===== src/rtl/lctl_pkg.sv =====
package lctl_pkg;
   localparam int unsigned WORD_W    = 32;
   localparam int unsigned RATE_W    = 8;
   localparam int unsigned LANE_W    = 5;
   localparam int unsigned PAT_W     = 4;
   localparam int unsigned EVT_W     = 2;
   localparam int unsigned HPD_IE_B  = 31;
   localparam int unsigned AUX_IE_B  = 30;
   localparam int unsigned RATE_LSB  = 21;
   localparam int unsigned FRAME_B   = 19;
   localparam int unsigned LANE_LSB  = 5;
   localparam int unsigned PAT_LSB   = 0;
   localparam logic [WORD_W-1:0] CTL_RW_MASK = 32'hDFE8_03EF;

   typedef struct packed {
      logic              hpd_ie;
      logic              aux_ie;
      logic [RATE_W-1:0] rate;
      logic              enh;
      logic [LANE_W-1:0] lanes;
      logic [PAT_W-1:0]  pat;
   } ctl_fields_t;

   function automatic ctl_fields_t split_ctl(input logic [WORD_W-1:0] w);
      ctl_fields_t f;
      f.hpd_ie = w[HPD_IE_B];
      f.aux_ie = w[AUX_IE_B];
      f.rate   = w[RATE_LSB +: RATE_W];
      f.enh    = w[FRAME_B];
      f.lanes  = w[LANE_LSB +: LANE_W];
      f.pat    = w[PAT_LSB +: PAT_W];
      return f;
   endfunction
endpackage


===== src/rtl/lctl_word_reg.sv =====
module lctl_word_reg
   import lctl_pkg::*;
(
   input  logic              clk,
   input  logic              rst_n,
   input  logic              wr_en,
   input  logic [WORD_W-1:0] wdata,
   output logic [WORD_W-1:0] word_q,
   output ctl_fields_t       fields
);
   always_ff @(posedge clk) begin
      if (!rst_n)     word_q <= '0;
      else if (wr_en) word_q <= wdata & CTL_RW_MASK;
   end

   assign fields = split_ctl(word_q);

   // fields follow the written word one cycle later
   a_r3_rate_follows: assert property (@(posedge clk) disable iff (!rst_n)
      wr_en |=> fields.rate == $past(wdata[RATE_LSB +: RATE_W]));
   a_r3_pat_follows: assert property (@(posedge clk) disable iff (!rst_n)
      wr_en |=> fields.pat == $past(wdata[PAT_LSB +: PAT_W]));
endmodule


===== src/rtl/lctl_lane_dec.sv =====
module lctl_lane_dec
   import lctl_pkg::*;
#(
   parameter int unsigned MAX_LANES = 4
)(
   input  logic [LANE_W-1:0]    code,
   output logic [MAX_LANES-1:0] lane_en,
   output logic                 all_zero
);
   localparam int unsigned ONE_LANE = 1;

   initial begin
      if (MAX_LANES != 1 && MAX_LANES != 2 && MAX_LANES != 4)
         $error("lctl_lane_dec: MAX_LANES must be 1, 2 or 4");
      if (MAX_LANES > (ONE_LANE << (LANE_W - 1)))
         $error("lctl_lane_dec: lane field too narrow");
   end

   logic [3:0] count;
   always_comb begin
      unique case (code)
         5'b00001: count = 4'd1;
         5'b00010: count = (MAX_LANES >= 2) ? 4'd2 : 4'd0;
         5'b00100: count = (MAX_LANES >= 4) ? 4'd4 : 4'd0;
         default:  count = 4'd0;
      endcase
   end

   for (genvar i = 0; i < MAX_LANES; i++) begin : g_lane
      assign lane_en[i] = (count > 4'(i));
   end

   assign all_zero = (count == 4'd0);

   // the enable mask is always a contiguous run starting at lane 0
   always_comb begin
      a_r4_mask_contig: assert (((lane_en + 1'b1) & lane_en) == '0);
   end
endmodule


===== src/rtl/lctl_irq.sv =====
module lctl_irq
   import lctl_pkg::*;
(
   input  logic             clk,
   input  logic             rst_n,
   input  logic             aux_ie,
   input  logic             hpd_ie,
   input  logic             aux_ready,
   input  logic             aux_ack,
   input  logic [EVT_W-1:0] hpd_in,
   input  logic             hpd_ack,
   output logic [EVT_W-1:0] hpd_code,
   output logic             irq
);
   logic ready_d, aux_pend;
   logic aux_rise, cause;

   assign aux_rise = aux_ready & ~ready_d;

   always_ff @(posedge clk) begin
      if (!rst_n) begin
         ready_d  <= 1'b0;
         aux_pend <= 1'b0;
         hpd_code <= '0;
         irq      <= 1'b0;
      end else begin
         ready_d <= aux_ready;
         if (aux_rise)     aux_pend <= 1'b1;
         else if (aux_ack) aux_pend <= 1'b0;
         if (hpd_in != '0) hpd_code <= hpd_in;
         else if (hpd_ack) hpd_code <= '0;
         irq <= cause;
      end
   end

   assign cause = (aux_ie & aux_pend) | (hpd_ie & (hpd_code != '0));

   a_r5_aux_raises: assert property (@(posedge clk) disable iff (!rst_n)
      (aux_ie && aux_pend) |=> irq);
   a_r6_aux_ack_clears: assert property (@(posedge clk) disable iff (!rst_n)
      (aux_ack && !aux_rise) |=> !aux_pend);
   a_r7_hpd_raises: assert property (@(posedge clk) disable iff (!rst_n)
      (hpd_ie && hpd_code != '0) |=> irq);
   a_r8_hpd_ack_clears: assert property (@(posedge clk) disable iff (!rst_n)
      (hpd_ack && hpd_in == '0) |=> hpd_code == '0);
   a_r8_new_event_wins: assert property (@(posedge clk) disable iff (!rst_n)
      (hpd_in != '0) |=> hpd_code == $past(hpd_in));
   a_r9_irq_drops: assert property (@(posedge clk) disable iff (!rst_n)
      !((aux_ie && aux_pend) || (hpd_ie && hpd_code != '0)) |=> !irq);
endmodule


===== src/rtl/link_ctl_regs.sv =====
module link_ctl_regs
   import lctl_pkg::*;
#(
   parameter int unsigned ADDR_W      = 8,
   parameter int unsigned MAX_LANES   = 4,
   parameter logic [7:0]  CTL_OFS     = 8'h00,
   parameter logic [7:0]  STAT_OFS    = 8'h04,
   parameter logic [7:0]  AUXCMD_OFS  = 8'h08
)(
   input  logic                 clk,
   input  logic                 rst_n,
   input  logic [ADDR_W-1:0]    bus_addr,
   input  logic                 bus_wr,
   input  logic                 bus_rd,
   input  logic [WORD_W-1:0]    bus_wdata,
   output logic [WORD_W-1:0]    bus_rdata,
   input  logic                 aux_msg_ready,
   input  logic [EVT_W-1:0]     hpd_event,
   output logic [RATE_W-1:0]    link_rate,
   output logic                 enh_framing,
   output logic [PAT_W-1:0]     train_pat,
   output logic [MAX_LANES-1:0] lane_en,
   output logic                 lanes_zero,
   output logic                 irq
);
   initial begin
      if (ADDR_W < 4 || ADDR_W > 8)
         $error("link_ctl_regs: ADDR_W must be 4..8");
      if (CTL_OFS == STAT_OFS || CTL_OFS == AUXCMD_OFS || STAT_OFS == AUXCMD_OFS)
         $error("link_ctl_regs: register offsets must differ");
   end

   logic hit_ctl, hit_stat, hit_aux;
   assign hit_ctl  = (bus_addr == CTL_OFS[ADDR_W-1:0]);
   assign hit_stat = (bus_addr == STAT_OFS[ADDR_W-1:0]);
   assign hit_aux  = (bus_addr == AUXCMD_OFS[ADDR_W-1:0]);

   logic [WORD_W-1:0] word_q;
   ctl_fields_t       f;
   logic [EVT_W-1:0]  hpd_code;

   lctl_word_reg u_word (
      .clk(clk), .rst_n(rst_n), .wr_en(bus_wr & hit_ctl),
      .wdata(bus_wdata), .word_q(word_q), .fields(f)
   );

   lctl_lane_dec #(.MAX_LANES(MAX_LANES)) u_lanes (
      .code(f.lanes), .lane_en(lane_en), .all_zero(lanes_zero)
   );

   lctl_irq u_irq (
      .clk(clk), .rst_n(rst_n), .aux_ie(f.aux_ie), .hpd_ie(f.hpd_ie),
      .aux_ready(aux_msg_ready), .aux_ack(bus_rd & hit_aux),
      .hpd_in(hpd_event), .hpd_ack(bus_rd & hit_stat),
      .hpd_code(hpd_code), .irq(irq)
   );

   assign link_rate   = f.rate;
   assign enh_framing = f.enh;
   assign train_pat   = f.pat;

   always_ff @(posedge clk) begin
      if (!rst_n)       bus_rdata <= '0;
      else if (bus_rd) begin
         if (hit_ctl)       bus_rdata <= word_q;
         else if (hit_stat) bus_rdata <= {{(WORD_W-EVT_W){1'b0}}, hpd_code};
         else               bus_rdata <= '0;
      end else            bus_rdata <= '0;
   end

   // reserved control bits never appear on a control read
   a_r2_reserved_zero: assert property (@(posedge clk) disable iff (!rst_n)
      (bus_rd && hit_ctl) |=> (bus_rdata & ~CTL_RW_MASK) == '0);
endmodule


===== config.mk =====
export PLATFORM = sky130hd
export DESIGN_NAME = link_ctl_regs
export DESIGN_NICKNAME = d
export VERILOG_FILES = /design/src/rtl/lctl_pkg.sv /design/src/rtl/lctl_word_reg.sv /design/src/rtl/lctl_lane_dec.sv /design/src/rtl/lctl_irq.sv /design/src/rtl/link_ctl_regs.sv
export SDC_FILE = /design/constraint.sdc
export NUM_CORES = 1
export LEC_CHECK = 0
export BUFFER_PORTS_ARGS = -buffer_cell sky130_fd_sc_hd__buf_2
export CORE_UTILIZATION = 45
export DETAILED_ROUTE_END_ITERATION = 6
export PLACE_DENSITY = 0.81
export SKIP_CTS_REPAIR_TIMING = 1
export SYNTH_ARGS = -nofsm -noshare
export SYNTH_HDL_FRONTEND = slang
export SYNTH_HIERARCHICAL = 1
export SYNTH_SLANG_ARGS = --single-unit

===== constraint.sdc =====
create_clock -name clk -period 2.6 [get_ports clk]
set_input_delay 0.52 -clock clk [delete_from_list [all_inputs] [get_ports clk]]
set_output_delay 0.52 -clock clk [all_outputs]
set_load 0.005 [all_outputs]

Word level (Yosys, flattened, before mapping)
Cells that the tools add are included.
{"block": "op_classes", "magnitude_cmp": 4, "n_eq_ne": 5, "n_mux": 7, "n_bitwise": 9, "reduce_logical": 8}
{"operator": "$mux 32", "n": 1}
{"operator": "$pmux 3 s3", "n": 1}
{"operator": "$eq 8x3->1 const B", "n": 1}
{"operator": "$eq 8x4->1 const B", "n": 1}
{"operator": "$logic_not 8->1", "n": 1}
{"operator": "$reduce_bool 2->1", "n": 4}
{"operator": "$and 1x1->1", "n": 6}
{"operator": "$gt 3x1->1 const B", "n": 2}
{"operator": "$gt 3x2->1 const B", "n": 2}
{"operator": "$mux 2", "n": 3}
{"operator": "$eq 5x1->1 const B", "n": 1}
{"operator": "$eq 5x2->1 const B", "n": 1}
{"operator": "$eq 5x3->1 const B", "n": 1}
{"operator": "$logic_not 4->1", "n": 1}
{"operator": "$mux 1", "n": 2}
{"operator": "$not 1->1", "n": 2}
{"operator": "$reduce_and 2->1", "n": 1}
{"operator": "$reduce_or 2->1", "n": 1}
{"operator": "$or 1x1->1", "n": 1}
{"block": "totals", "regBits": 57, "input_bits": 47, "out_inout_bits": 51}

Depth between registers and ports, before layout
Gate-level depths: netlist of run 1.
{"block": "depth", "ltp_word": 4, "depth_mapped": 7}

Modules after synthesis
Netlist of run 1, hierarchy kept.
{"mod": "link_ctl_regs", "instances": 1, "cells_each": 118, "area_each_um2": 1338.8, "seq_area_each_um2": 640.6}
{"mod": "lctl_word_reg", "instances": 1, "cells_each": 97, "area_each_um2": 999.7, "seq_area_each_um2": 400.4}
{"mod": "lctl_irq", "instances": 1, "cells_each": 16, "area_each_um2": 172.7, "seq_area_each_um2": 100.1}
{"mod": "lctl_lane_dec", "instances": 1, "cells_each": 9, "area_each_um2": 81.3, "seq_area_each_um2": 0.0}

Worst setup path before layout of run 1
Ideal clock, no wire load.
{"block": "synth_path", "kind": "input -> register", "startpoint": "input port bus_addr[1]", "endpoint": "register u_word.word_q[0]", "setup_ns": 0.116, "arrival_ns": 2.072, "required_ns": 2.484, "setup_slack_ns": 0.412, "path_stages": 7, "path_cell_list": "or4_1 -> buf_6 -> buf_12 -> nor3_1 -> buf_6 -> mux2i_1 -> nor2b_1"}
{"block": "synth_between", "elab_chain_len": 2}
{"item": "from (decl)", "line": "link_ctl_regs.sv:12", "source": "input logic [ADDR_W-1:0] bus_addr,"}
{"item": "$logic_not 8->1", "line": "link_ctl_regs.sv:34", "source": "assign hit_ctl = (bus_addr == CTL_OFS[ADDR_W-1:0]);"}
{"item": "$and 1x1->1", "line": "link_ctl_regs.sv:43", "source": ".clk(clk), .rst_n(rst_n), .wr_en(bus_wr & hit_ctl),"}
{"item": "to (signal assigned)", "line": "lctl_word_reg.sv:13", "source": "else if (wr_en) word_q <= wdata & CTL_RW_MASK;"}
{"item": "to (decl)", "line": "lctl_word_reg.sv:8", "source": "output logic [WORD_W-1:0] word_q,"}
Every way passes these cells.
A chain may end at the register's enable or synchronous reset.

Worst setup path after layout of run 1
{"block": "layout_path", "startpoint": "input port bus_addr[5]", "endpoint": "register u_irq.hpd_code[0]"}
{"block": "layout_between", "elab_chain_len": 3}
{"item": "$eq 8x3->1", "line": "link_ctl_regs.sv:35", "source": "assign hit_stat = (bus_addr == STAT_OFS[ADDR_W-1:0]);"}
{"item": "$and 1x1->1", "line": "link_ctl_regs.sv:54", "source": ".hpd_in(hpd_event), .hpd_ack(bus_rd & hit_stat),"}
{"item": "$reduce_bool 2->1 (no line)"}
{"item": "to (signal assigned)", "line": "lctl_irq.sv:30", "source": "if (hpd_in != '0) hpd_code <= hpd_in;"}
{"item": "to (decl)", "line": "lctl_irq.sv:12", "source": "output logic [EVT_W-1:0] hpd_code,"}
Every way passes these cells.

==> results of run 1 <==
sequential cells by signal (all words and copies together) (netlist names):
| register | count |
|---|---|
| u_irq/irq | 1 |
| u_irq/aux_pend | 1 |
| u_irq/hpd_code | 2 |
| u_word/word_q | 20 |
| bus_rdata | 32 |
| u_irq/ready_d | 1 |
stage by stage:
| stage | std cells | power, mW | util [%] |
|---|---|---|---|
| finish | 383 | 1.730 | 54.61 |
| global route | 383 | 1.810 | 54.61 |
| CTS | 383 | 1.761 | 54.61 |
| detailed placement | 367 | 0.9864 | 51.13 |
| global placement | 367 | 0.9837 | 51.13 |
| floorplan | 251 | 0.9678 | - |
critical path: stages:
cell and delay, ps:
buf_2 90, or4_2 720, buf_4 250, nor4_2 300, nor3b_1 100, o21a_1 170
layout make-up:
class / instances / area (um^2) / share of cell area (%)
Tap cell: 72 / 90.09 / 2.978
Clock buffer: 14 / 182.7 / 6.038
Sequential cell: 57 / 1141 / 37.72
Multi-Input combinational cell: 114 / 994.7 / 32.88
Clock inverter: 2 / 10.01 / 0.3309
Inverter: 33 / 123.9 / 4.094
Timing Repair Buffer: 91 / 483.0 / 15.96
layout by cell type (no fill, tap or decap):
master    synthesis  layout
and2_1            1       1
nor3_1            2       1
a21boi_0          1       1
and4bb_2          2       2
nand2b_1          2       2
nand2_1           2       1
buf_12            3       1
xnor2_1           1       1
clkinv_2          0       2
nand2_2           0       1
o211a_1           1       1
o211ai_1          1       1
clkbuf_8          0      13
clkbuf_1          2       1
buf_4            34       5
conb_1            1      12
nor2_1            1       1
or3_2             1       1
nor2b_1          20      20
o21a_1            2       2
or4_2             0       2
xor2_1            1       1
nor3b_1           2       2
a21boi_1          1       1
o21ai_0           2       2
nor4_1            3       3
nor4_2           31      31
mux2i_1          22      22
nor3_2            0       1
inv_1            33      33
dfxtp_1          57      57
buf_2             1      85
or4b_2            1       1
worst min-delay path by stage:
stage / start / end / slack [ps]
6_report: aux_msg_ready / u_irq/ready_d / 430
5_1_grt: hpd_event[1] / u_irq/hpd_code[1] / 410
4_1_cts: aux_msg_ready / u_irq/ready_d / 410
2_1_floorplan: u_irq/aux_pend / u_irq/irq / 440
3_5_place_dp: u_word/word_q[23] / bus_rdata[23] / 460
3_3_place_gp: u_word/word_q[23] / bus_rdata[23] / 450
layer usage:
layer  vias up  GRT usage, %  part of all wire, %  wire length [um]
met1       757         17.32                   46              1971
met4         0         8.889                  1.2                51
met5         -             0                    0                 0
li1        883             -                    -                 -
met3         6         4.941                  6.3               275
met2        51         24.78                   47              2033
kinds of logic after synthesis:
family,Yosys count,share of synthesized area (%)
xor gates and xnor gates,2,0.6758
DFF,57,44.02
and+or+nand+nor,70,24.85
buffers and inverters,80,19.59
AOI/OAI and AO/OA,8,2.220
other,1,0.1446
muxes,22,8.494
power by group:
| group | internal [mW] | switching (mW) | leakage (nW) |
|---|---|---|---|
| clock network | 0.447 | 0.316 | 0.102 |
| logic | 0.0376 | 0.0485 | 0.630 |
| registers | 0.878 | 0.00245 | 0.460 |
| total | 1.36 | 0.367 | 1.19 |
==> results.cfg, run 1 <==
[drt]
drc_errors = 0
avgViaCountPerCell = 4.431
antenna_left = 0
num_vias = 1697
finalWirelength_um = 4331
route.detailed.wl_per_inst_um = 11.31
dr.pass1.iters = 3
drt_iter0_drc = 36

[outcome]
status = finished clean

[cts]
clkSinkCount = 57
clock_insertion_delay_worst_skew_ps = 320
cts_tree = yes
cts.path.max_buffers = 2
numCtsBuffers = 9
cts.clk_slew.worst_paths_ps = 60
h-tree-depth = 3
cts_root_buf = clkbuf_8

[floorplan]
die_h_um = 77.90
fp.dieW_um = 77.90
rows = 27
core_area_um2 = 5540
dieArea_um2 = 6068
pin_count = 98
start_util_pct = 46.79

[finish]
drive_above_1_share_pct = 46.62
n_antenna_cell = 0
stdcell_area_um2 = 3025
layout.nets = 353
fillCellCount = 497
area_delta_synth_final_pct = 16.70

[timing]
fin_crit_ps = 1953
worst_slack_ps = 646.8
setup_tns_ps = 0
finalSetupViolations = 0
final.setup_skew_ps = 2.976
timing.fmax_ghz = 0.5120
holdWs_ps = 426.3
slew_violations = 0
rsz0062_at_grt = no
min_period_over_period_pct = 75.12
timing.final.hold_violations = 0

[global_route]
overflow = 0
grt_pass1_wl_um = 6955
grt_max_degree = 31
antenna_found_initial = 0
grt_pass1_vias = 1534
track_usage_pct = 15.18

[place]
portBuffers = 85
hpwl_um = 3181
place_ws_ps = 302.7
gp_congestion = 0.7891
placed_area_um2 = 2833

[logic_synthesis]
yosysTopAreaCell = dfxtp_1
yosysWarnings = 6
synth_enable_flop_cells = 0
yosysMostFrequentCell = dfxtp_1
syn_area_per_cell_um2 = 10.80
synthFlopType = dfxtp_1
synthTopCellsByCount = dfxtp_1 (57), buf_4 (34), inv_1 (33)
syn_area_um2 = 2592
synthTopCellsByArea = dfxtp_1 (44%), nor4_2 (15%), buf_4 (9.8%)
ys_ff_latch = 57
synth.distinct_cells = 31
netlist.area_leader.share_pct = 44.02
ys_seq_area_share_pct = 44.02
syn_inst = 240
ys_async_sr_fraction_pct = 0

[setup_path]
path_max_fanout = 17
cp-start-kind = primary input
critPathLaunch = bus_addr[5]
cp-end-kind = flop
r2r_start = u_word/word_q[6]
crit_type = primary input to flop
r2r_end = bus_rdata[6]
endpoint = u_irq/hpd_code[0]
rr_worst_depth = 2
reg2reg_slack_ps = 1720
cp_data_required_time_ps = 2810
crit_arrival_ps = 2170

[power]
power_density_nw_per_um2 = 571.7
p_leak_nw = 1.193
irDropWorstVdd_v = 0.0003160

[run]
maxCapViolCount = 0

[min_path]
hold_path.class = primary input to flop
holdPathStages = 2
Note: power is estimated with default switching activity, not from simulation.
==> run 2, diff against run 1 <==
- clock period: 2.6 -> 1.95 ns (I/O delays scaled with it)
==> run 2 against run 1 <==
Compared with the run above:
- worst setup slack lost 450 ps
- final area grew 3.4%
- core utilization grew 1.9 points
- via count grew 1.4%
- global-route usage grew 0.87 points
- clock power grew 74%
- sequential power grew 33%
- count of clock-buffer cells in the layout shrank 3
- clock skew grew 3.8 ps
- critical endpoint is now u_word/word_q[8]
- largest power group is now clock
- highest routed layer unchanged
==> results.cfg, run 2 (synthesized netlist as in run 1, its figures left out) <==
[drt]
drt_iter0_drc = 38
drc_errors = 0
finalWirelength_um = 4445
num_vias = 1720
avgViaCountPerCell = 4.422
dr.pass1.iters = 4
route.detailed.wl_per_inst_um = 11.43
antenna_left = 0

[cts]
numCtsBuffers = 9
cts_root_buf = clkbuf_8
cts_tree = yes
cts.path.max_buffers = 2
clkSinkCount = 57
cts.clk_slew.worst_paths_ps = 60
h-tree-depth = 3
clock_insertion_delay_worst_skew_ps = 330

[finish]
layout.nets = 359
final_common_cell = buf_2
top_register = bus_rdata
stdcell_area_um2 = 3128
largest_reg_flops = 32
layout_common_cells = buf_2 (85), dfxtp_1 (57), inv_1 (33), nor4_2 (31), mux2i_1 (22)
reg_top3 = bus_rdata (32), u_word/word_q (20), u_irq/hpd_code (2)
area_delta_synth_final_pct = 20.66
drive_above_1_share_pct = 47.63
final_core_util_pct = 56.46
n_antenna_cell = 0

[power]
finalPower_mw = 2.632
p_leak_nw = 1.245
clkPwrFrac_pct = 50.6
comb_power_share_pct = 4.8
p_seq_share_pct = 44.6
power_density_nw_per_um2 = 841.5
p_int_mw = 2.109
p_switching_mw = 0.5231
swShare_pct = 19.87
irDropWorstVdd_v = 0.0005225

[setup_path]
crit_family = simple AND/OR/NAND/NOR gates
crit_arrival_ps = 1970
path_max_fanout = 20
cp-end-kind = flop
cp_num_buf_inv = 2
crit_chain = buf_2 > or4_2 > nor3_4 > buf_12 > mux2i_1 > nor2b_1
crit_type = primary input to flop
cp_data_required_time_ps = 2170
crit_slowest_cell = or4_2
cp-start-kind = primary input
max_stage_delay_ps = 730

[timing]
rsz0062_at_grt = no
min_period_over_period_pct = 89.83
slew_violations = 0
timing.fmax_ghz = 0.5708
holdWs_ps = 277.5
final.setup_skew_ps = 6.805
timing.final.hold_violations = 0
fin_crit_ps = 1752
finalSetupViolations = 0

[floorplan]
start_util_pct = 46.79
dieArea_um2 = 6068
rows = 27
pin_count = 98
core_area_um2 = 5540
fp.dieW_um = 77.90
die_h_um = 77.90

[min_path]
hold_path.class = primary input to flop

[place]
hpwl_um = 3265
placed_area_um2 = 2884
gp_congestion = 0.8043
portBuffers = 85

[outcome]
status = finished clean

[global_route]
grt_pass1_wl_um = 7279
overflow = 0
antenna_found_initial = 0
grt_pass1_vias = 1622
track_usage_pct = 16.05
grt_max_degree = 31

[run]
maxCapViolCount = 0
run 2: per-layer routing:
layer / vias up / global-route usage [%] / share of wire, %
li1: 892 / - / -
met1: 760 / 18.32 / 45
met2: 59 / 25.58 / 46
met3: 9 / 7.176 / 7.6
met4: 0 / 7.593 / 1.7
met5: - / 0 / 0
run 2: path summary, 6_finish.rpt:
path                      end  cells after the start         startpoint  slack [ps]
min             u_irq/ready_d                      2      aux_msg_ready         280
max          u_word/word_q[8]                      6        bus_addr[1]         200
max reg2reg      bus_rdata[6]                      2   u_word/word_q[6]        1020
min reg2reg     bus_rdata[27]                      2  u_word/word_q[27]         450
run 2: worst register-to-register path, cell delays in order, from the launching register on:
cell     delay [ps]
dfxtp_1         470
inv_1            90
nor4_2          270
run 2: cell type report:
| class | instances | area [um^2] |
|---|---|---|
| Clock buffer | 11 | 141.4 |
| Clock inverter | 5 | 102.6 |
| Fill cell | 492 | 2412 |
| Inverter | 33 | 123.9 |
| Multi-Input combinational cell | 114 | 1001 |
| Sequential cell | 57 | 1141 |
| Tap cell | 72 | 90.09 |
| Timing Repair Buffer | 97 | 528.0 |
run 2: power by group through the flow:
stage,Clock (mW),Combinational (mW),Sequential (mW)
2_1_floorplan,0,0.0929,1.20
3_3_place_gp,0,0.123,1.20
3_5_place_dp,0,0.125,1.20
4_1_cts,1.37,0.126,1.17
5_1_grt,1.42,0.138,1.17
6_report,1.33,0.126,1.17
run 2: metrics by stage:
step / setup TNS [ps] / worst slack, ps / std cells
floorplan: 0 / 29.23 / 251
global placement: -1619 / -88.49 / 373
detailed placement: -2877 / -154.3 / 373
CTS: 0 / 210.6 / 389
global route: 0 / 127.0 / 389
finish: 0 / 198.2 / 389
